<file path="src/rtl/mstat_pkg.sv">
package mstat_pkg;
   // control register bit positions (decoded by the loopback mapping)
   localparam int CTL_W     = 5;
   localparam int CB_DTR    = 0;
   localparam int CB_RTS    = 1;
   localparam int CB_OUT1   = 2;
   localparam int CB_OUT2   = 3;
   localparam int CB_LOOP   = 4;
   // status nibble order: {carrier, ring, set-ready, clear-to-send}
   localparam int LINES     = 4;
   localparam int LB_CTS    = 0;
   localparam int LB_DSR    = 1;
   localparam int LB_RI     = 2;
   localparam int LB_DCD    = 3;

   function automatic logic [LINES-1:0] loop_lines(input logic [CTL_W-1:0] c);
      return {c[CB_OUT2], c[CB_OUT1], c[CB_DTR], c[CB_RTS]};
   endfunction
endpackage

</file>
<file path="src/rtl/mstat_sync.sv">
module mstat_sync #(
   parameter int WIDTH  = 4,
   parameter int STAGES = 2
) (
   input  logic             clk,
   input  logic             rst_n,
   input  logic [WIDTH-1:0] d,
   output logic [WIDTH-1:0] q
);
   logic [WIDTH-1:0] chain [STAGES];

   always_ff @(posedge clk or negedge rst_n) begin
      if (!rst_n) chain[0] <= '0;
      else        chain[0] <= d;
   end

   for (genvar s = 1; s < STAGES; s++) begin : g_stage
      always_ff @(posedge clk or negedge rst_n) begin
         if (!rst_n) chain[s] <= '0;
         else        chain[s] <= chain[s-1];
      end
   end

   assign q = chain[STAGES-1];
endmodule

</file>
<file path="src/rtl/mstat_delta.sv">
module mstat_delta
   import mstat_pkg::*;
#(
   parameter int SETTLE = 2
) (
   input  logic             clk,
   input  logic             rst_n,
   input  logic [LINES-1:0] smp,
   input  logic             clr,
   output logic [7:0]       stat
);
   localparam int CW = $clog2(SETTLE + 1);

   logic [LINES-1:0] lvl_q, dlt_q, chg, ev;
   logic [CW-1:0]    cnt_q;
   logic             primed_q;

   assign chg = smp ^ lvl_q;

   always_comb begin
      ev         = chg;
      ev[LB_RI]  = lvl_q[LB_RI] & ~smp[LB_RI];
   end

   always_ff @(posedge clk or negedge rst_n) begin
      if (!rst_n) begin
         lvl_q    <= '0;
         dlt_q    <= '0;
         cnt_q    <= '0;
         primed_q <= 1'b0;
      end else if (!primed_q) begin
         if (cnt_q == CW'(SETTLE)) begin
            lvl_q    <= smp;
            primed_q <= 1'b1;
         end else begin
            cnt_q <= cnt_q + 1'b1;
         end
      end else begin
         lvl_q <= smp;
         dlt_q <= (clr ? '0 : dlt_q) | ev;
      end
   end

   assign stat = {lvl_q, dlt_q};
endmodule

</file>
<file path="src/rtl/mstat_ctl.sv">
module mstat_ctl
   import mstat_pkg::*;
#(
   parameter logic [CTL_W-1:0] RST_VAL = 5'b01000
) (
   input  logic             clk,
   input  logic             rst_n,
   input  logic             wr,
   input  logic [7:0]       wdata,
   output logic [CTL_W-1:0] ctl
);
   always_ff @(posedge clk or negedge rst_n) begin
      if (!rst_n)  ctl <= RST_VAL;
      else if (wr) ctl <= wdata[CTL_W-1:0];
   end
endmodule

</file>
<file path="src/rtl/mstat_ctrl.sv">
module mstat_ctrl
   import mstat_pkg::*;
#(
   parameter int               SYNC_STAGES = 2,
   parameter logic [CTL_W-1:0] CTL_RST     = 5'b01000
) (
   input  logic             clk,
   input  logic             rst_n,
   input  logic             rd_stb,
   input  logic             wr_stb,
   input  logic [7:0]       wdata,
   input  logic             cts_i,
   input  logic             dsr_i,
   input  logic             dcd_i,
   input  logic             ri_i,
   output logic [7:0]       stat_rdata,
   output logic [CTL_W-1:0] ctl_o,
   output logic             msc_irq
);
   if (SYNC_STAGES < 2) begin : g_bad_sync
      $error("mstat_ctrl: SYNC_STAGES must be at least 2");
   end

   logic [LINES-1:0] w_pins, w_sync;
   logic [7:0]       w_stat;
   logic             w_loop;

   always_comb begin
      w_pins         = '0;
      w_pins[LB_CTS] = cts_i;
      w_pins[LB_DSR] = dsr_i;
      w_pins[LB_RI]  = ri_i;
      w_pins[LB_DCD] = dcd_i;
   end

   mstat_sync #(.WIDTH(LINES), .STAGES(SYNC_STAGES)) u_sync (
      .clk(clk), .rst_n(rst_n), .d(w_pins), .q(w_sync)
   );

   mstat_ctl #(.RST_VAL(CTL_RST)) u_ctl (
      .clk(clk), .rst_n(rst_n), .wr(wr_stb), .wdata(wdata), .ctl(ctl_o)
   );

   assign w_loop = ctl_o[CB_LOOP];

   mstat_delta #(.SETTLE(SYNC_STAGES)) u_dlt (
      .clk(clk), .rst_n(rst_n), .smp(w_sync),
      .clr(rd_stb & ~w_loop), .stat(w_stat)
   );

   assign stat_rdata = w_loop ? {loop_lines(ctl_o), 4'b0000} : w_stat;
   assign msc_irq    = |w_stat[3:0];
endmodule

</file>
<file path="config.mk">
export PLATFORM = sky130hd
export DESIGN_NAME = mstat_ctrl
export DESIGN_NICKNAME = d
export VERILOG_FILES = /design/src/rtl/mstat_pkg.sv /design/src/rtl/mstat_sync.sv /design/src/rtl/mstat_delta.sv /design/src/rtl/mstat_ctl.sv /design/src/rtl/mstat_ctrl.sv
export SDC_FILE = /design/constraint.sdc
export NUM_CORES = 1
export LEC_CHECK = 0
export BUFFER_PORTS_ARGS = -buffer_cell sky130_fd_sc_hd__buf_2
export CAP_MARGIN = 20
export CORE_UTILIZATION = 45
export DETAILED_ROUTE_END_ITERATION = 6
export HOLD_SLACK_MARGIN = 0.15
export PLACE_DENSITY = 0.81
export SLEW_MARGIN = 25
export SYNTH_ARGS = -nofsm -noshare
export SYNTH_HDL_FRONTEND = slang
export SYNTH_SLANG_ARGS = --single-unit
</file>
<file path="constraint.sdc">
create_clock -name clk -period 1.33 [get_ports clk]
set_input_delay 0.266 -clock clk [delete_from_list [all_inputs] [get_ports clk]]
set_output_delay 0.266 -clock clk [all_outputs]
set_load 0.02 [all_outputs]
</file>
==> results of run 1 <==
## through the flow
stage	TNS (ns)	utilization [%]	setup slack, ns	power, mW
finish	-1.63	70.2	-0.322	1.64
global route	-2.09	70.2	-0.355	1.71
CTS	-1.73	69.5	-0.323	1.65
detailed placement	0	59.5	0.0174	1.07
global placement	0	59.5	0.0457	1.06
floorplan	0	-	0.0540	0.967
## sequential cells by signal, summed over array words and instances, names as in the netlist
name and cells:
u_dlt.lvl_q 4, u_ctl.ctl 5, u_sync.q 4, u_dlt.cnt_q 2
u_dlt.primed_q 1, u_dlt.dlt_q 4, u_sync.chain 4
## worst max path at each step
stage,start,endpoint,cells past startpoint,slack (ns)
final,u_dlt.dlt_q[0],msc_irq,2,-0.32
after global routing,u_dlt.dlt_q[0],msc_irq,2,-0.36
after CTS,u_dlt.dlt_q[0],msc_irq,2,-0.32
after detailed placement,u_dlt.dlt_q[3],msc_irq,2,0.02
after global placement,u_dlt.dlt_q[3],msc_irq,2,0.05
after floorplan,u_ctl.ctl[4],stat_rdata[4],2,0.05
## power by group through the flow
stage / registers, mW / logic (mW) / clock network [mW]
2_1_floorplan: 0.837 / 0.129 / 0
3_3_place_gp: 0.826 / 0.231 / 0
3_5_place_dp: 0.830 / 0.236 / 0
4_1_cts: 0.820 / 0.303 / 0.525
5_1_grt: 0.826 / 0.334 / 0.553
6_report: 0.819 / 0.311 / 0.511
## cell usage in the layout, fill, tap and decap left out
| cell | netlist | layout |
|---|---|---|
| a22o_2 | 3 | 3 |
| buf_2 | 0 | 16 |
| buf_4 | 1 | 5 |
| buf_6 | 0 | 8 |
| bufinv_16 | 0 | 1 |
| clkbuf_4 | 0 | 3 |
| dfrtp_1 | 23 | 22 |
| dfrtp_2 | 0 | 1 |
| dfstp_2 | 1 | 1 |
| dlygate4sd3_1 | 0 | 5 |
| ha_2 | 0 | 1 |
| inv_1 | 1 | 1 |
| inv_2 | 1 | 1 |
| mux2_2 | 13 | 9 |
| mux2_4 | 0 | 4 |
| nand2_1 | 1 | 1 |
| nand3b_1 | 1 | 1 |
| nor2_4 | 1 | 1 |
| nor2b_1 | 4 | 3 |
| nor2b_4 | 0 | 1 |
| o21ai_0 | 2 | 2 |
| o2bb2ai_1 | 1 | 1 |
| or4_4 | 0 | 1 |
| xnor2_1 | 1 | 1 |
| xor2_1 | 3 | 3 |
## kinds of logic after synthesis
family / synth area share (%)
AOI/OAI and AO/OA: 5.34
xor gates and xnor gates: 3.83
adders and majority gates: 1.37
buffers and inverters: 1.64
DFF: 65.8
muxes: 16.0
and+or+nand+nor: 6.02
## per-layer routing
layer  vias up  part of all wire [%]
met5         -                     0
met4         0                  0.78
met3         2                   3.2
met2        17                    55
met1       294                    41
li1        276                     -
## final cells by class
type / count / area [µm²] / area share (%)
Multi-Input combinational cell: 32 / 327 / 25.5
Clock inverter: 1 / 30.0 / 2.35
Tap cell: 25 / 31.3 / 2.45
Sequential cell: 24 / 603 / 47.2
Inverter: 2 / 7.51 / 0.587
Timing Repair Buffer: 34 / 258 / 20.2
Clock buffer: 3 / 22.5 / 1.76
## repair_timing
| item | 4_1_cts | 5_1_grt |
|---|---|---|
| endpoints found under the setup margin | 10 | 14 |
| setup buffers | 1 | 1 |
| gates resized for setup | 23 | 4 |
| hold buffers | 5 | 0 |
| endpoints found under the hold margin | 27 | 0 |
==> key figures, run 1 <==
Status
  • Outcome: finished, violations left
  • Violated checks: negative setup slack

Run
  • Max cap viols: 0

Power and ir drop
  • Int Power: 1.26 mW
  • Clock power frac: 31.2%
  • Leak Pwr: 0.583 nW
  • P_sw: 0.383 mW
  • Sw Ratio: 23.3%
  • Worst vdd ir: 967 µV
  • Power density over the cells: 1280 mW/mm²
  • Logic pwr share: 18.9%
  • Sequential share of power: 49.9%

Setup path
  • Reg2reg end: u_dlt.dlt_q[1]
  • Worst r2r src: u_ctl.ctl[4]
  • Crit path max-delay family: simple AND/OR/NAND/NOR gates
  • Flop2flop setup slack: 0.06 ns
  • CP Capture Type: output pin
  • Critical path arrival: 1.39 ns
  • Worst EP required: 1.06 ns
  • WP buf/inv: 1
  • Crit-path cells: or4_4 > buf_6
  • Setup CP Type: reg2out
  • Crit start category: register
  • CP max FO: 2
  • Slowest stage delay, CP: 0.53 ns
  • Worst R2R Path Depth: 3
  • Slowest cell on crit path: or4_4

Global routing
  • Remaining Overflow, GRT: 0
  • Met2 usage: 30.3%
  • Initial antenna violation count: 0
  • Routing usage on met1: 18.0%
  • Met3 usage: 3.46%
  • Largest net degree at the start of global routing: 25
  • Total GRT Usage: 16.3%
  • Number of global-route vias before repair: 580
  • First-pass GRT wire length: 2400 µm
  • Most used routing layer: met2

Synth
  • Synth cell types: 17
  • Commonest cells post-synth: 23 x dfrtp_1, 13 x mux2_2, 4 x nor2b_1
  • Syn nets: 76
  • Cells after synthesis: 59
  • Count leader, synth: dfrtp_1
  • Syn avg cell area: 15.5 µm²
  • Yosys reg bits: 24
  • Seq/Total Area, Yosys: 65.8%
  • Predominant post-synthesis flop cell: dfrtp_1
  • Area leader, netlist: dfrtp_1
  • Top post-synthesis cells by area: dfrtp_1 63%, mux2_2 16%, a22o_2 3.3%
  • Number of flops mapped to enable cells by yosys: 0
  • Top cell type's share of synthesized area: 62.9%
  • Syn Std Cell Area: 915 µm²
  • Async SR Flop Fraction: 100%
  • YS warnings: 0

Clock tree
  • CTS max path bufs: 2
  • Cts bufs inserted: 3
  • CTS tree: built
  • CTS sink cnt: 24
  • Root Buffer: clkbuf_4
  • Worst-skew pair later-pin latency: 0.30 ns
  • Worst-path clk slew: 0.12 ns
  • # H-tree levels: 1

Route
  • ANT nets after route: 0
  • DRT iter0 DRCs: 2
  • Routed wire per std cell: 12.7 µm
  • Vias: 589
  • Drc violations: 0
  • DRT Pass-1 Iters: 3
  • Final WL: 1540 µm
  • Post-DR vias/cell: 4.87

Floorplan
  • Initial Utilization: 50.2%
  • Io pins: 30
  • Core area: 0.00182 mm²
  • Die ar.: 0.00222 mm²
  • Die width: 47.1 µm
  • FP Rows: 15
  • Height of the die: 47.1 µm

Worst hold path
  • Min-Delay Path Depth: 2
  • Worst hold endpoint: u_ctl.ctl[4]
  • Min-delay src: wdata[4]
  • Hold Path Class: in2reg

Finish
  • Fill cells: 134
  • Finished Layout Cells: 121
  • Number of diodes: 0
  • Layout Nets: 114
  • Layout cell share with drive strength beyond 1: 58.3%
  • Final instance area: 0.00128 mm²
  • Area growth syn-to-layout: 39.8%

Place
  • IO buf count: 26
  • Placed cells: 111
  • RePlAce Congestion: 0.766
  • Dpl hpwl: 1050 µm
  • Placed Instance Area: 0.00108 mm²

Timing
  • Min Hold Slack: 0.185 ns
  • Final Max Tran Viols: 0
  • Measured slew at the worst slew-check pin: 0.506 ns
  • Clk_skew: 0.00306 ns
  • Fin. Hold Viols: 0
  • Period utilization: 124%
  • Slew headroom: 66.2%
  • RSZ-0062 raised after global routing: yes
  • Min cycle time layout: 1.65 ns
  • Max Clock Freq: 605 MHz
  • Final worst slack: -0.322 ns
  • Endpoints failing setup: 10
Power figures use the tool's default switching activity.
==> inputs of run 2 (changes only) <==
- TNS_END_PERCENT: not set -> 1
==> key figures, run 2 (synthesis gave the netlist of run 1 again) <==
Finish
  • Most flops, register: u_ctl.ctl
  • Layout cell share with drive strength beyond 1: 58.8% (+0.43 points)
  • Multi-input logic area: 312 µm² (-4.6%)
  • Number of diodes: 0 (unchanged)
  • Layout Nets: 115 (+0.88%)
  • Fill cells: 134 (unchanged)
  • Layout Utilization: 68.7% (-1.6 points)
  • Area growth syn-to-layout: 36.7%
  • FF+latch area: 603 µm² (unchanged)
  • Most frequent cells in the layout: 22 x dfrtp_1, 20 x buf_2, 13 x mux2_2
  • Largest register FFs: 5 (unchanged)
  • Most common cell after layout, fill and taps aside: dfrtp_1

Timing
  • RSZ-0062 raised after global routing: yes
  • Final Max Tran Viols: 0 (unchanged)
  • Endpoints failing setup: 9 (-1)
  • Period utilization: 124% (-0.21 points)
  • Clk_skew: 0.00503 ns (+0.00197 ns)
  • Fin. Hold Viols: 0 (unchanged)
  • Slew headroom: 65.8% (-0.45 points)
  • Max Clock Freq: 606 MHz (+0.17%)
  • Measured slew at the worst slew-check pin: 0.513 ns (+0.00678 ns)
  • Min cycle time layout: 1.65 ns (-0.00274 ns)
  • Final worst slack: -0.319 ns (+0.00274 ns)

Place
  • IO buf count: 26 (unchanged)
  • RePlAce Congestion: 0.766 (unchanged)
  • Dpl ws: 0.0174 ns (unchanged)
  • Dpl hpwl: 1050 µm (unchanged)

Route
  • ANT nets after route: 0 (unchanged)
  • Routed wire per std cell: 12.3 µm (-2.9%)
  • Vias: 587 (-0.34%)
  • Drc violations: 0 (unchanged)
  • Final WL: 1500 µm (-2.1%)
  • DRT Pass-1 Iters: 3 (unchanged)
  • Post-DR vias/cell: 4.81 (-1.2%)
  • DRT iter0 DRCs: 1 (-1)

Worst hold path
  • Hold Path Class: in2reg

Clock tree
  • Root Buffer: clkbuf_4
  • Worst-skew pair later-pin latency: 0.30 ns (about the same)
  • Cts bufs inserted: 3 (unchanged)
  • Worst-path clk slew: 0.12 ns (about the same)
  • # H-tree levels: 1 (unchanged)
  • CTS tree: built
  • CTS max path bufs: 2 (unchanged)
  • CTS sink cnt: 24 (unchanged)

Floorplan
  • Core area: 0.00182 mm² (unchanged)
  • Height of the die: 47.1 µm (unchanged)
  • Io pins: 30 (unchanged)
  • Die ar.: 0.00222 mm² (unchanged)
  • Die width: 47.1 µm (unchanged)
  • FP Rows: 15 (unchanged)
  • Initial Utilization: 50.2% (unchanged)

Global routing
  • First-pass GRT wire length: 2350 µm (-2.0%)
  • Remaining Overflow, GRT: 0 (unchanged)
  • Largest net degree at the start of global routing: 25 (unchanged)
  • Initial antenna violation count: 0 (unchanged)
  • Total GRT Usage: 16.0% (-0.33 points)
  • Number of global-route vias before repair: 559 (-3.6%)

Power and ir drop
  • Leak Pwr: 0.564 nW (-3.3%)
  • Power density over the cells: 1290 mW/mm² (+0.44%)
  • Overall power: 1.61 mW (-1.8%)
  • Worst vdd ir: 987 µV (+2.2%)

Setup path
  • Slowest stage delay, CP: 0.53 ns (about the same)
  • CP Capture Type: output pin
  • Critical path arrival: 1.38 ns (about the same)
  • Crit start category: register
  • CP max FO: 2 (unchanged)
  • Slowest cell on crit path: or4_4
  • Crit-path cells: or4_4 > buf_6
  • Worst EP required: 1.06 ns (about the same)
  • Setup CP Type: reg2out

Status
  • Outcome: finished, violations left
  • Violated checks: negative setup slack

Run
  • Max cap viols: 0 (unchanged)
run 2: changes by cell type in the layout (fill, tap and decap cells not counted):
| cell | change |
|---|---|
| buf_2 | +4 |
| mux2_4 | -4 |
| mux2_2 | +4 |
| buf_6 | -3 |
run 2: what timing repair did:
action	4_1_cts	5_1_grt
gates resized for setup	9	7
hold buffers	5	0
endpoints found under the setup margin	10	14
setup buffers	1	1
endpoints found under the hold margin	27	0
run 2: critical path: cells and delay by family, from the launching register on:
kind / cells / cell delay (ns)
buffers and inverters: 1 / 0.15
AND/OR/NAND/NOR: 1 / 0.53
flip-flops: 1 / 0.40
run 2: path summary, 6_finish.rpt:
kind	startpoint	to	slack, ns	cells after the start
max in group asynchronous	rst_n	u_ctl.ctl[4]	0.51	2
max	u_dlt.dlt_q[0]	msc_irq	-0.32	2
min in group asynchronous	rst_n	u_sync.q[3]	0.45	2
max reg2reg	u_dlt.cnt_q[0]	u_dlt.lvl_q[3]	0.08	5
min	wdata[4]	u_ctl.ctl[4]	0.19	2
min reg2reg	u_sync.chain[6]	u_sync.q[2]	0.36	0
run 2: final cells by class:
cell class / count / share of cell area [%]
clock inverter: 1 / 2.40
inverter: 2 / 0.601
timing repair buffer: 35 / 19.5
tap: 25 / 2.50
multi-input combinational: 32 / 24.9
clock buffer: 3 / 1.80
sequential: 24 / 48.2
run 2: per-stage QoR:
stage	hold WS [ns]	cell area (µm²)	std cells	TNS, ns
after floorplan	-0.0296	915	59	0
after CTS	0.177	1220	121	-1.63
after global placement	0.262	1080	111	0
after detailed placement	0.268	1080	111	0
final	0.187	1250	122	-1.55
after global routing	0.174	1250	122	-2.09
run 2: report_power, final:
| part | total (mW) | switching (mW) | internal (mW) | leakage (nW) |
|---|---|---|---|---|
| registers | 0.816 | 0.0349 | 0.781 | 0.269 |
| clock network | 0.510 | 0.205 | 0.304 | 0.0279 |
| logic | 0.286 | 0.134 | 0.152 | 0.267 |
| total | 1.61 | 0.375 | 1.24 | 0.564 |
run 2: per-layer routing:
layer  wire length, µm  GRT usage (%)
met1               625           18.7
met2               813           28.3
met3                53           3.46
met4                12           6.86
met5                 0              0
